### src/rtl/g2op_pkg.sv
package g2op_pkg;

  localparam int INSTR_W = 12;

  // Field positions inside the instruction word (bit 11 = most significant)
  localparam int B_CLR   = 7;
  localparam int B_SIGN  = 6;
  localparam int B_ZERO  = 5;
  localparam int B_LINK  = 4;
  localparam int B_SENSE = 3;
  localparam int B_OR_SW = 2;
  localparam int B_STOP  = 1;
  localparam int B_XCLS  = 0;

  typedef struct packed {
    logic member;
    logic clr;
    logic t_sign;
    logic t_zero;
    logic t_link;
    logic sense_and;
    logic or_sw;
    logic stop;
  } g2_fields_t;

  function automatic logic is_member(input logic [INSTR_W-1:0] w);
    return (w[11:9] == 3'b111) && w[8] && !w[B_XCLS];
  endfunction

  function automatic g2_fields_t split_fields(input logic [INSTR_W-1:0] w);
    g2_fields_t f;
    f.member    = is_member(w);
    f.clr       = w[B_CLR];
    f.t_sign    = w[B_SIGN];
    f.t_zero    = w[B_ZERO];
    f.t_link    = w[B_LINK];
    f.sense_and = w[B_SENSE];
    f.or_sw     = w[B_OR_SW];
    f.stop      = w[B_STOP];
    return f;
  endfunction

  // AND of inverted tests equals NOT of OR of plain tests
  function automatic logic skip_combine(input logic any_true, input logic sense_and);
    return any_true ^ sense_and;
  endfunction

endpackage

### src/rtl/g2op_decode.sv
module g2op_decode
  import g2op_pkg::*;
(
  input  logic [INSTR_W-1:0] instr,
  output g2_fields_t         fields
);

  always_comb begin
    fields = split_fields(instr);
  end

endmodule

### src/rtl/g2op_skip.sv
module g2op_skip
  import g2op_pkg::*;
#(
  parameter int AC_W = 12
) (
  input  g2_fields_t        fields,
  input  logic [AC_W-1:0]   ac,
  input  logic              link,
  output logic              any_true,
  output logic              skip
);

  localparam int SIGN_BIT = AC_W - 1;

  logic ac_is_zero;
  logic ac_neg;
  logic [2:0] sel;
  logic [2:0] cond;

  always_comb begin
    ac_is_zero = (ac == '0);
    ac_neg     = ac[SIGN_BIT];
    sel        = {fields.t_sign, fields.t_zero, fields.t_link};
    cond       = {ac_neg, ac_is_zero, link};
    any_true   = |(sel & cond);
    skip       = fields.member & skip_combine(any_true, fields.sense_and);
  end

endmodule

### src/rtl/g2op_acpath.sv
module g2op_acpath
  import g2op_pkg::*;
#(
  parameter int AC_W = 12
) (
  input  g2_fields_t        fields,
  input  logic [AC_W-1:0]   ac,
  input  logic [AC_W-1:0]   sw,
  output logic [AC_W-1:0]   ac_cleared,
  output logic [AC_W-1:0]   ac_next
);

  function automatic logic [AC_W-1:0] stage_clear(input logic [AC_W-1:0] v, input logic en);
    return en ? '0 : v;
  endfunction

  function automatic logic [AC_W-1:0] stage_or(input logic [AC_W-1:0] v,
                                               input logic [AC_W-1:0] s,
                                               input logic en);
    return en ? (v | s) : v;
  endfunction

  always_comb begin
    ac_cleared = stage_clear(ac, fields.member & fields.clr);
    ac_next    = stage_or(ac_cleared, sw, fields.member & fields.or_sw);
  end

endmodule

### src/rtl/g2op_unit.sv
module g2op_unit
  import g2op_pkg::*;
#(
  parameter int AC_W = 12
) (
  input  logic                clk,
  input  logic                rst_n,
  input  logic                op_valid,
  input  logic [INSTR_W-1:0]  instr,
  input  logic [AC_W-1:0]     ac_in,
  input  logic                link_in,
  input  logic [AC_W-1:0]     switches,
  output logic                res_valid,
  output logic                hit,
  output logic                skip,
  output logic                halt,
  output logic [AC_W-1:0]     ac_out
);

  g2_fields_t      fields;
  logic            any_true;
  logic            skip_now;
  logic [AC_W-1:0] ac_cleared;
  logic [AC_W-1:0] ac_now;
  logic            halt_now;

  g2op_decode u_decode (
    .instr  (instr),
    .fields (fields)
  );

  g2op_skip #(.AC_W(AC_W)) u_skip (
    .fields   (fields),
    .ac       (ac_in),
    .link     (link_in),
    .any_true (any_true),
    .skip     (skip_now)
  );

  g2op_acpath #(.AC_W(AC_W)) u_acpath (
    .fields     (fields),
    .ac         (ac_in),
    .sw         (switches),
    .ac_cleared (ac_cleared),
    .ac_next    (ac_now)
  );

  assign halt_now = fields.member & fields.stop;

  always_ff @(posedge clk) begin
    if (!rst_n) begin
      res_valid <= 1'b0;
      hit       <= 1'b0;
      skip      <= 1'b0;
      halt      <= 1'b0;
      ac_out    <= '0;
    end else if (op_valid) begin
      res_valid <= 1'b1;
      hit       <= fields.member;
      skip      <= skip_now;
      halt      <= halt_now;
      ac_out    <= ac_now;
    end else begin
      res_valid <= 1'b0;
      hit       <= 1'b0;
      skip      <= 1'b0;
      halt      <= 1'b0;
    end
  end

endmodule

### config.mk
export PLATFORM = sky130hd
export DESIGN_NAME = g2op_unit
export DESIGN_NICKNAME = d
export VERILOG_FILES = /design/src/rtl/g2op_pkg.sv /design/src/rtl/g2op_decode.sv /design/src/rtl/g2op_skip.sv /design/src/rtl/g2op_acpath.sv /design/src/rtl/g2op_unit.sv
export SDC_FILE = /design/constraint.sdc
export NUM_CORES = 1
export LEC_CHECK = 0
export ABC_AREA = 1
export BUFFER_PORTS_ARGS = -buffer_cell sky130_fd_sc_hd__clkbuf_2
export CAP_MARGIN = 20
export CORE_MARGIN = 8
export CORE_UTILIZATION = 38
export CTS_BUF_LIST = sky130_fd_sc_hd__clkbuf_8 sky130_fd_sc_hd__clkbuf_16
export DETAILED_ROUTE_END_ITERATION = 8
export HOLD_SLACK_MARGIN = 0.15
export PLACE_DENSITY_LB_ADDON = 0.2
export SLEW_MARGIN = 20
export SYNTH_ARGS = -nofsm -noshare
export SYNTH_HDL_FRONTEND = slang
export SYNTH_SLANG_ARGS = --single-unit
### constraint.sdc
create_clock -name clk -period 0.8 [get_ports clk]
set_input_delay 0.16 -clock clk [delete_from_list [all_inputs] [get_ports clk]]
set_output_delay 0.16 -clock clk [all_outputs]
set_load 0.005 [all_outputs]
=== Yosys cells after proc, flatten, opt, wreduce, memory -nomap -nowiden ===
Cells that the tools add are included.

* Eq/ne operators: 1
* Multiplexer cells: 3
* Bitwise gates (word level): 7
* Reductions and logical operators: 6

{| class="wikitable"
|+ Operator list
! cell !! count
|-
| $mux 12 || 2
|-
| $logic_not 12->1 || 1
|-
| $or 12x12->12 || 1
|-
| $and 1x1->1 || 4
|-
| $and 3x3->3 || 1
|-
| $eq 3x3->1 const B || 1
|-
| $reduce_or 3->1 || 1
|-
| $logic_and 1x1->1 || 2
|-
| $reduce_and 2->1 || 1
|-
| $logic_not 1->1 || 1
|-
| $mux 1 || 1
|-
| $xor 1x1->1 || 1
|}

* Register bits: 16
* Input bits: 40

=== Depth between registers and ports, before layout ===
Gate-level depths: netlist (run 1).

* Depth after elaboration: 7
* Mapped depth: 8
* Mapped depth without buffers: 7

=== By module ===
From an unflattened synthesis (run 1), not the netlist that was laid out.

* Cell total of the unflattened synthesis: 174
* Area, all modules: 1009.7 µm²

{| class="wikitable"
|+ By module, submodules not included
! module !! instances !! cells each !! area an instance (µm²) !! sequential area each (µm²)
|-
| g2op_unit || 1 || 88 || 615.6 || 320.3
|-
| g2op_acpath || 1 || 52 || 225.2 || 0.0
|-
| g2op_skip || 1 || 23 || 92.6 || 0.0
|-
| g2op_decode || 1 || 11 || 76.3 || 0.0
|}

=== Worst setup path after synthesis (run 1) ===
OpenSTA, ideal clock, no wires.

* Path type: input to register
* From: input instr[11]
* To: register ac_out[10]
* Arrival: 0.754 ns
* Data required time: 0.691 ns
* Slack: -0.063 ns
* Stages on the path: 8
* Path buffers: 1
* Cells stage by stage: inv_1 -> nor2_4 -> nand3_4 -> buf_6 -> nand2_1 -> nand3_1 -> nand2_1 -> inv_1

* Word-level cells in the longest chain between the ends: 7
* Elaborated cells between the ends (all ways): 8
* Classes of those cells: eq/ne (1); mux (2); bitwise (3); reduce/logical (2)

{| class="wikitable"
|+ RTL lines
! item !! line !! RTL
|-
| from (decl) || g2op_unit.sv:9 || <nowiki>input logic [INSTR_W-1:0] instr,</nowiki>
|-
| $eq 3x3->1 (*) || g2op_pkg.sv:27 || <nowiki>return (w[11:9] == 3'b111) && w[8] && !w[B_XCLS];</nowiki>
|-
| $logic_and 1x1->1 (*) (2 in a row) || g2op_pkg.sv:27 ||
|-
| $and 1x1->1 || g2op_acpath.sv:24 || <nowiki>ac_cleared = stage_clear(ac, fields.member & fields.clr);</nowiki>
|-
| $mux 12 || g2op_acpath.sv:14 || <nowiki>return en ? '0 : v;</nowiki>
|-
| $or 12x12->12 || g2op_acpath.sv:20 || <nowiki>return en ? (v | s) : v;</nowiki>
|-
| $mux 12 (*) || g2op_acpath.sv:20 ||
|-
| to (signal assigned) || g2op_unit.sv:62 || <nowiki>ac_out <= ac_now;</nowiki>
|-
| to (decl) || g2op_unit.sv:17 || <nowiki>output logic [AC_W-1:0] ac_out</nowiki>
|}

Every way passes the cells marked *; elsewhere a longest branch is shown, timed or not.
A chain may end at the register's enable or synchronous reset.

=== Final worst setup path (run 1) ===
* From: register ac_out[11]
* To: output ac_out[11]

No word-level cell between the ends.

==> out/metrics.yaml, run 1 <==
run_status:
  status: "finished, violations left"
  violations: "setup timing"
worst_setup_path:
  crit_buf_inv: 1
  end_kind: "primary output"
  reg2reg_setup_slack_ps: 70
  cpPeakStageDelay_ps: 330
  cp_max_fo: 2
  crit_family: "flip-flops"
  worstPathArrival_ps: 680
  critical_path.slowest_cell: "dfxtp_2"
  worstPathCellList: "clkbuf_2"
  worstSetupPathType: "reg -> out"
  critPathLaunchType: "flip-flop"
  cp.required_ps: 640
global_route:
  grt_pass1_wl_um: 4940
  antenna_found_initial: 0
  grt_max_degree: 17
  global_route.usage.total: 0.140
  gr-total-overflow: 0
  grt_pass1_vias: 1213
floorplan:
  dieArea_sq_um: 4230
  core-area_sq_um: 2230
  die_h_um: 65.0
  rows: 17
  die_w_um: 65.0
  num_io_pins: 56
  initial_core_util: 0.409
timing:
  fin_worst_skew_ps: 0
  rsz0062_at_grt: "yes"
  maxSlewViolCount: 0
  finalWorstSetupSlack_ps: -43.9
  setup_viol: 16
  fmax_mhz: 1180
  hold_slack_ps: 152
  hold_violations: 0
  tightest_slew_ps: 248
  finalCriticalPeriod_ps: 844
  finalCritPeriodShare: 1.05
  max-slew-margin-rel: 0.834
clock_network:
  clk_pin_slew_ps: 60
  cts_buffer_depth: 2
  cts_hold_buffers: 0
  cts_buffers: 3
  cts_tree: "done"
  clk_latency_ps: 240
  ctsRootBufferMaster: "clkbuf_8"
  cts.sink_count: 16
  htreeDepth: 1
logic_synthesis:
  synth-seq-cells: 16
  synth_top_cells_by_count: "nand2_1, nor2_1, inv_1"
  ys_seq_area_frac: 0.351
  synth_edf_count: 0
  syn_avg_cell_area_sq_um: 6.48
  synth_top_area_frac: 0.351
  synth_most_common_cell: "nand2_1"
  synthFlopType: "dfxtp_1"
  yosysTopAreaCell: "dfxtp_1"
  synthArstFlopShare: 0
  ys_top_cells_by_area: "dfxtp_1, nand2_1, nor2_1, nand4_1, nand3_1"
  synth_cell_types: 18
  synth_nets: 181
  synth.cell_area_sq_um: 913
  syn_inst: 141
  yosysWarnings: 0
placed_design:
  placed_cells: 231
  portBuffers: 55
  post-dp-hpwl_um: 2420
  routabilityCongestion: 0.811
  dpl_cell_area_sq_um: 1330
  pre_cts_ws_ps: -243
min_path:
  min_path_type: "in -> reg"
flow_run:
  drv_cap: 0
drt:
  wl_per_cell_um: 13.0
  route.detailed.drc: 0
  drtIter0Drc: 17
  dr.pass1.iters: 4
  postRouteWirelength_um: 3100
  ant_nets: 0
  routed_via_density: 4.85
  via_count: 1155
power:
  peakVddDrop_mv: 0.756
  total_leakage_power_nw: 0.845
  fin_total_pwr_w: 0.00199
  power_density_nw_per_um2: 1310
finish:
  areaGrowthSynthToFinish_pct: 66.3
  instances_no_fill: 238
  diodes: 0
  design_area_sq_um: 1520
  fin_nets: 252
  fillers: 211
  drive_gt1_frac: 0.524
==> cells in the final DEF (no fill, tap or decap), drive strengths merged <==
cell     n
or2      1
nand4   12
nand3   15
nand2   35
inv     18
nor3b    1
clkbuf  48
buf     28
dfxtp   16
a21oi    1
nor2    35
==> layout make-up <==
type / instances / area, sq um / share of cell area
inverter: 18 / 75.1 / 0.0494
multi-input combinational: 100 / 532 / 0.350
timing repair buffer: 73 / 497 / 0.327
clock buffer: 3 / 41.3 / 0.0272
tap: 28 / 35.0 / 0.0231
sequential: 16 / 339 / 0.223
==> state kept, by name, indices dropped and copies added, names as in the netlist <==
| register | flops |
|---|---|
| halt | 1 |
| ac_out | 12 |
| skip | 1 |
| hit | 1 |
| res_valid | 1 |
==> stage by stage <==
step,util,setup TNS [ps]
2_1_floorplan,-,-589
3_3_place_gp,0.593,-2660
3_5_place_dp,0.593,-3070
4_1_cts,0.622,-588
5_1_grt,0.680,-842
6_report,0.680,-440
==> routing by layer <==
layer / global-route usage / routed length, um / vias to the layer above
li1: - / - / 581
met1: 0.148 / 1210 / 539
met2: 0.260 / 1660 / 29
met3: 0.0430 / 201 / 6
met4: 0.0436 / 30 / 0
met5: 0 / 0 / -
==> logic make-up after synthesis <==
family	Yosys count	synth area share
simple gates	98	0.507
compound gates	1	0.00547
buf+inv	26	0.137
flops	16	0.351
==> timing repair <==
item,CTS,global route
gates resized for setup,12,35
endpoints found under the setup margin,16,28
cloned,0,2
pin swaps,0,13
buffers inserted,1,1
==> where the power goes <==
part	internal [W]	switching (W)
sequential	0.000852	0.0000240
clock	0.000333	0.000259
combinational	0.000278	0.000249
==> path summary, 6_finish.rpt <==
| path | startpoint | depth (start not counted) | endpoint |
|---|---|---|---|
| worst min register to register | ac_out[8] | 4 | ac_out[8] |
| worst max-delay path | ac_out[11] | 1 | ac_out[11] |
| worst min-delay path | instr[1] | 2 | halt |
| worst max register to register | ac_out[9] | 5 | ac_out[9] |
Note: power is estimated with default switching activity, not from simulation.
==> run 2: changes to the inputs <==
--- a/config.mk
+++ b/config.mk
@@ -14,6 +14,7 @@
 export DETAILED_ROUTE_END_ITERATION = 8
 export HOLD_SLACK_MARGIN = 0.15
 export PLACE_DENSITY_LB_ADDON = 0.2
+export REMOVE_ABC_BUFFERS = 1
 export SLEW_MARGIN = 20
 export SYNTH_ARGS = -nofsm -noshare
 export SYNTH_HDL_FRONTEND = slang
==> run 2 against run 1 <==
Against the previous run: the run still ends with setup timing left; fmax down 1.0%; clock-buffer cell count increased by 1; sequential share of layout area rose by 2.0 points; sequential power barely moved; cell count fell by 1.7%; routed wire length down 6.4%; core utilization down 6.1 points; global-route usage decreased by 0.69 points; clock skew unchanged; register-to-register slack barely moved; flip-flop and latch count did not move; critical endpoint is now ac_out[4].
==> out/metrics.yaml, run 2 (same netlist as run 1, synthesis figures left out) <==
power:
  internal-power_w: 0.00151  # +3.5%
  switching_share: 0.263  # -0.00408
  switching_power_w: 0.000539  # +1.3%
  power_frac_seq: 0.426  # -0.013
  pwr-share-comb: 0.215  # -0.049
  power_density_nw_per_um2: 1480  # +13%
  peakVddDrop_mv: 1.15  # +52%
  total_leakage_power_nw: 0.804  # -4.9%
  pwr-share-clk: 0.359  # +0.062
floorplan:
  initial_core_util: 0.409  # unchanged
  die_w_um: 65.0  # unchanged
  num_io_pins: 56  # unchanged
  die_h_um: 65.0  # unchanged
  rows: 17  # unchanged
  core-area_sq_um: 2230  # unchanged
  dieArea_sq_um: 4230  # unchanged
timing:
  setup_viol: 16  # unchanged
  finalCriticalPeriod_ps: 853  # +8.76 ps
  hold_slack_ps: 168  # +15.2 ps
  maxSlewViolCount: 0  # unchanged
  finalSetupTns_ps: -577  # -137 ps
  finalCritPeriodShare: 1.07  # +0.0109
  finalWorstSetupSlack_ps: -52.7  # -8.76 ps
  fmax_mhz: 1170  # -1.0%
  rsz0062_at_grt: "yes"
  hold_violations: 0  # unchanged
  fin_worst_skew_ps: 0  # unchanged
  tightest_slew_ps: 230  # -18.1 ps
  max-slew-margin-rel: 0.847  # +0.0121
worst_setup_path:
  end_kind: "primary output"
  critical_path.slowest_cell: "dfxtp_2"
  worstPathArrival_ps: 690  # about the same
  critPathLaunchType: "flip-flop"
  worstSetupPathType: "reg -> out"
  cp_max_fo: 2  # unchanged
  cp.required_ps: 640  # about the same
  worstPathCellList: "clkbuf_2"
  crit_family: "flip-flops"
  crit_buf_inv: 1  # unchanged
  cpPeakStageDelay_ps: 330  # about the same
drt:
  via_count: 1102  # -4.6%
  postRouteWirelength_um: 2900  # -6.4%
  ant_nets: 0  # unchanged
  drtIter0Drc: 19  # +2
  route.detailed.drc: 0  # unchanged
  routed_via_density: 4.71  # -3.0%
  dr.pass1.iters: 4  # unchanged
  wl_per_cell_um: 12.4  # -4.8%
finish:
  fin_nets: 247  # -2.0%
  regMostFlops: "ac_out"
  drive_gt1_frac: 0.447  # -0.0772
  largest_reg_flops: 12  # unchanged
  fillers: 224  # +6.2%
  areaGrowthSynthToFinish_pct: 51.4
  mostFrequentLayoutCells: "clkbuf_2, nand2_1, nor2_1"
  instances_no_fill: 234  # -1.7%
  final_common_cell: "clkbuf_2"
  diodes: 0  # unchanged
global_route:
  grt_pass1_vias: 1128  # -7.0%
  global_route.usage.total: 0.133  # -0.00692
  grt_max_degree: 16  # -1
  antenna_found_initial: 0  # unchanged
  grt_pass1_wl_um: 4660  # -5.7%
  gr-total-overflow: 0  # unchanged
placed_design:
  routabilityCongestion: 0.763  # -6.0%
  pre_cts_ws_ps: -182  # +61.4 ps
  placed_cells: 228  # -1.3%
  portBuffers: 55  # unchanged
  post-dp-hpwl_um: 2370  # -2.3%
clock_network:
  cts_buffer_depth: 2  # unchanged
  ctsRootBufferMaster: "clkbuf_8"
  clk_pin_slew_ps: 70  # about the same
  cts.sink_count: 16  # unchanged
  htreeDepth: 1  # unchanged
  clk_latency_ps: 250  # about the same
  cts_tree: "done"
  cts_buffers: 3  # unchanged
min_path:
  min_path_type: "in -> reg"
flow_run:
  drv_cap: 0  # unchanged
run_status:
  violations: "setup timing"
  status: "finished, violations left"
## run 2: area by class of cell
| class | count | area, sq um | area share |
|---|---|---|---|
| multi-input cells | 100 | 478 | 0.346 |
| well taps | 28 | 35.0 | 0.0253 |
| clock buffers | 4 | 55.1 | 0.0398 |
| inverters | 18 | 67.6 | 0.0489 |
| flip-flops and latches | 16 | 337 | 0.243 |
| repair buffers | 68 | 410 | 0.297 |
## run 2: repair_timing
item	in CTS	in global routing
setup endpoints to repair	16	17
buffers inserted	0	1
hold buffers	0	0
pin swaps	0	1
hold endpoints to repair	0	0
cloned	0	1
resized for setup	12	9
## run 2: worst paths after layout
path	startpoint	end	slack, ps	cells past startpoint
worst min-delay path	instr[1]	halt	170	2
worst max-delay path	ac_out[4]	ac_out[4]	-50	1
worst max register to register	ac_out[10]	ac_out[10]	60	5
worst min register to register	ac_out[0]	ac_out[0]	550	4
## run 2: power by group through the flow
stage                     clock network, W  logic (W)  registers, W
after floorplan                          0   0.000160      0.000886
after global placement                   0   0.000414      0.000880
after detailed placement                 0   0.000423      0.000883
after CTS                         0.000750   0.000426      0.000873
after global routing              0.000783   0.000496      0.000879
final                             0.000736   0.000442      0.000874
## run 2: routing by layer
| layer | wire length (um) | track usage | up-vias |
|---|---|---|---|
| li1 | - | - | 569 |
| met1 | 1200 | 0.138 | 497 |
| met2 | 1470 | 0.248 | 34 |
| met3 | 219 | 0.0430 | 2 |
| met4 | 14 | 0.0409 | 0 |
| met5 | 0 | 0 | - |
## run 2: metrics by stage
stage               area, sq um  total power, W  utilization
CTS                        1340         0.00205        0.599
global placement           1270         0.00129        0.568
finish                     1380         0.00205        0.619
global route               1380         0.00216        0.619
floorplan                   856         0.00105            -
detailed placement         1270         0.00131        0.568
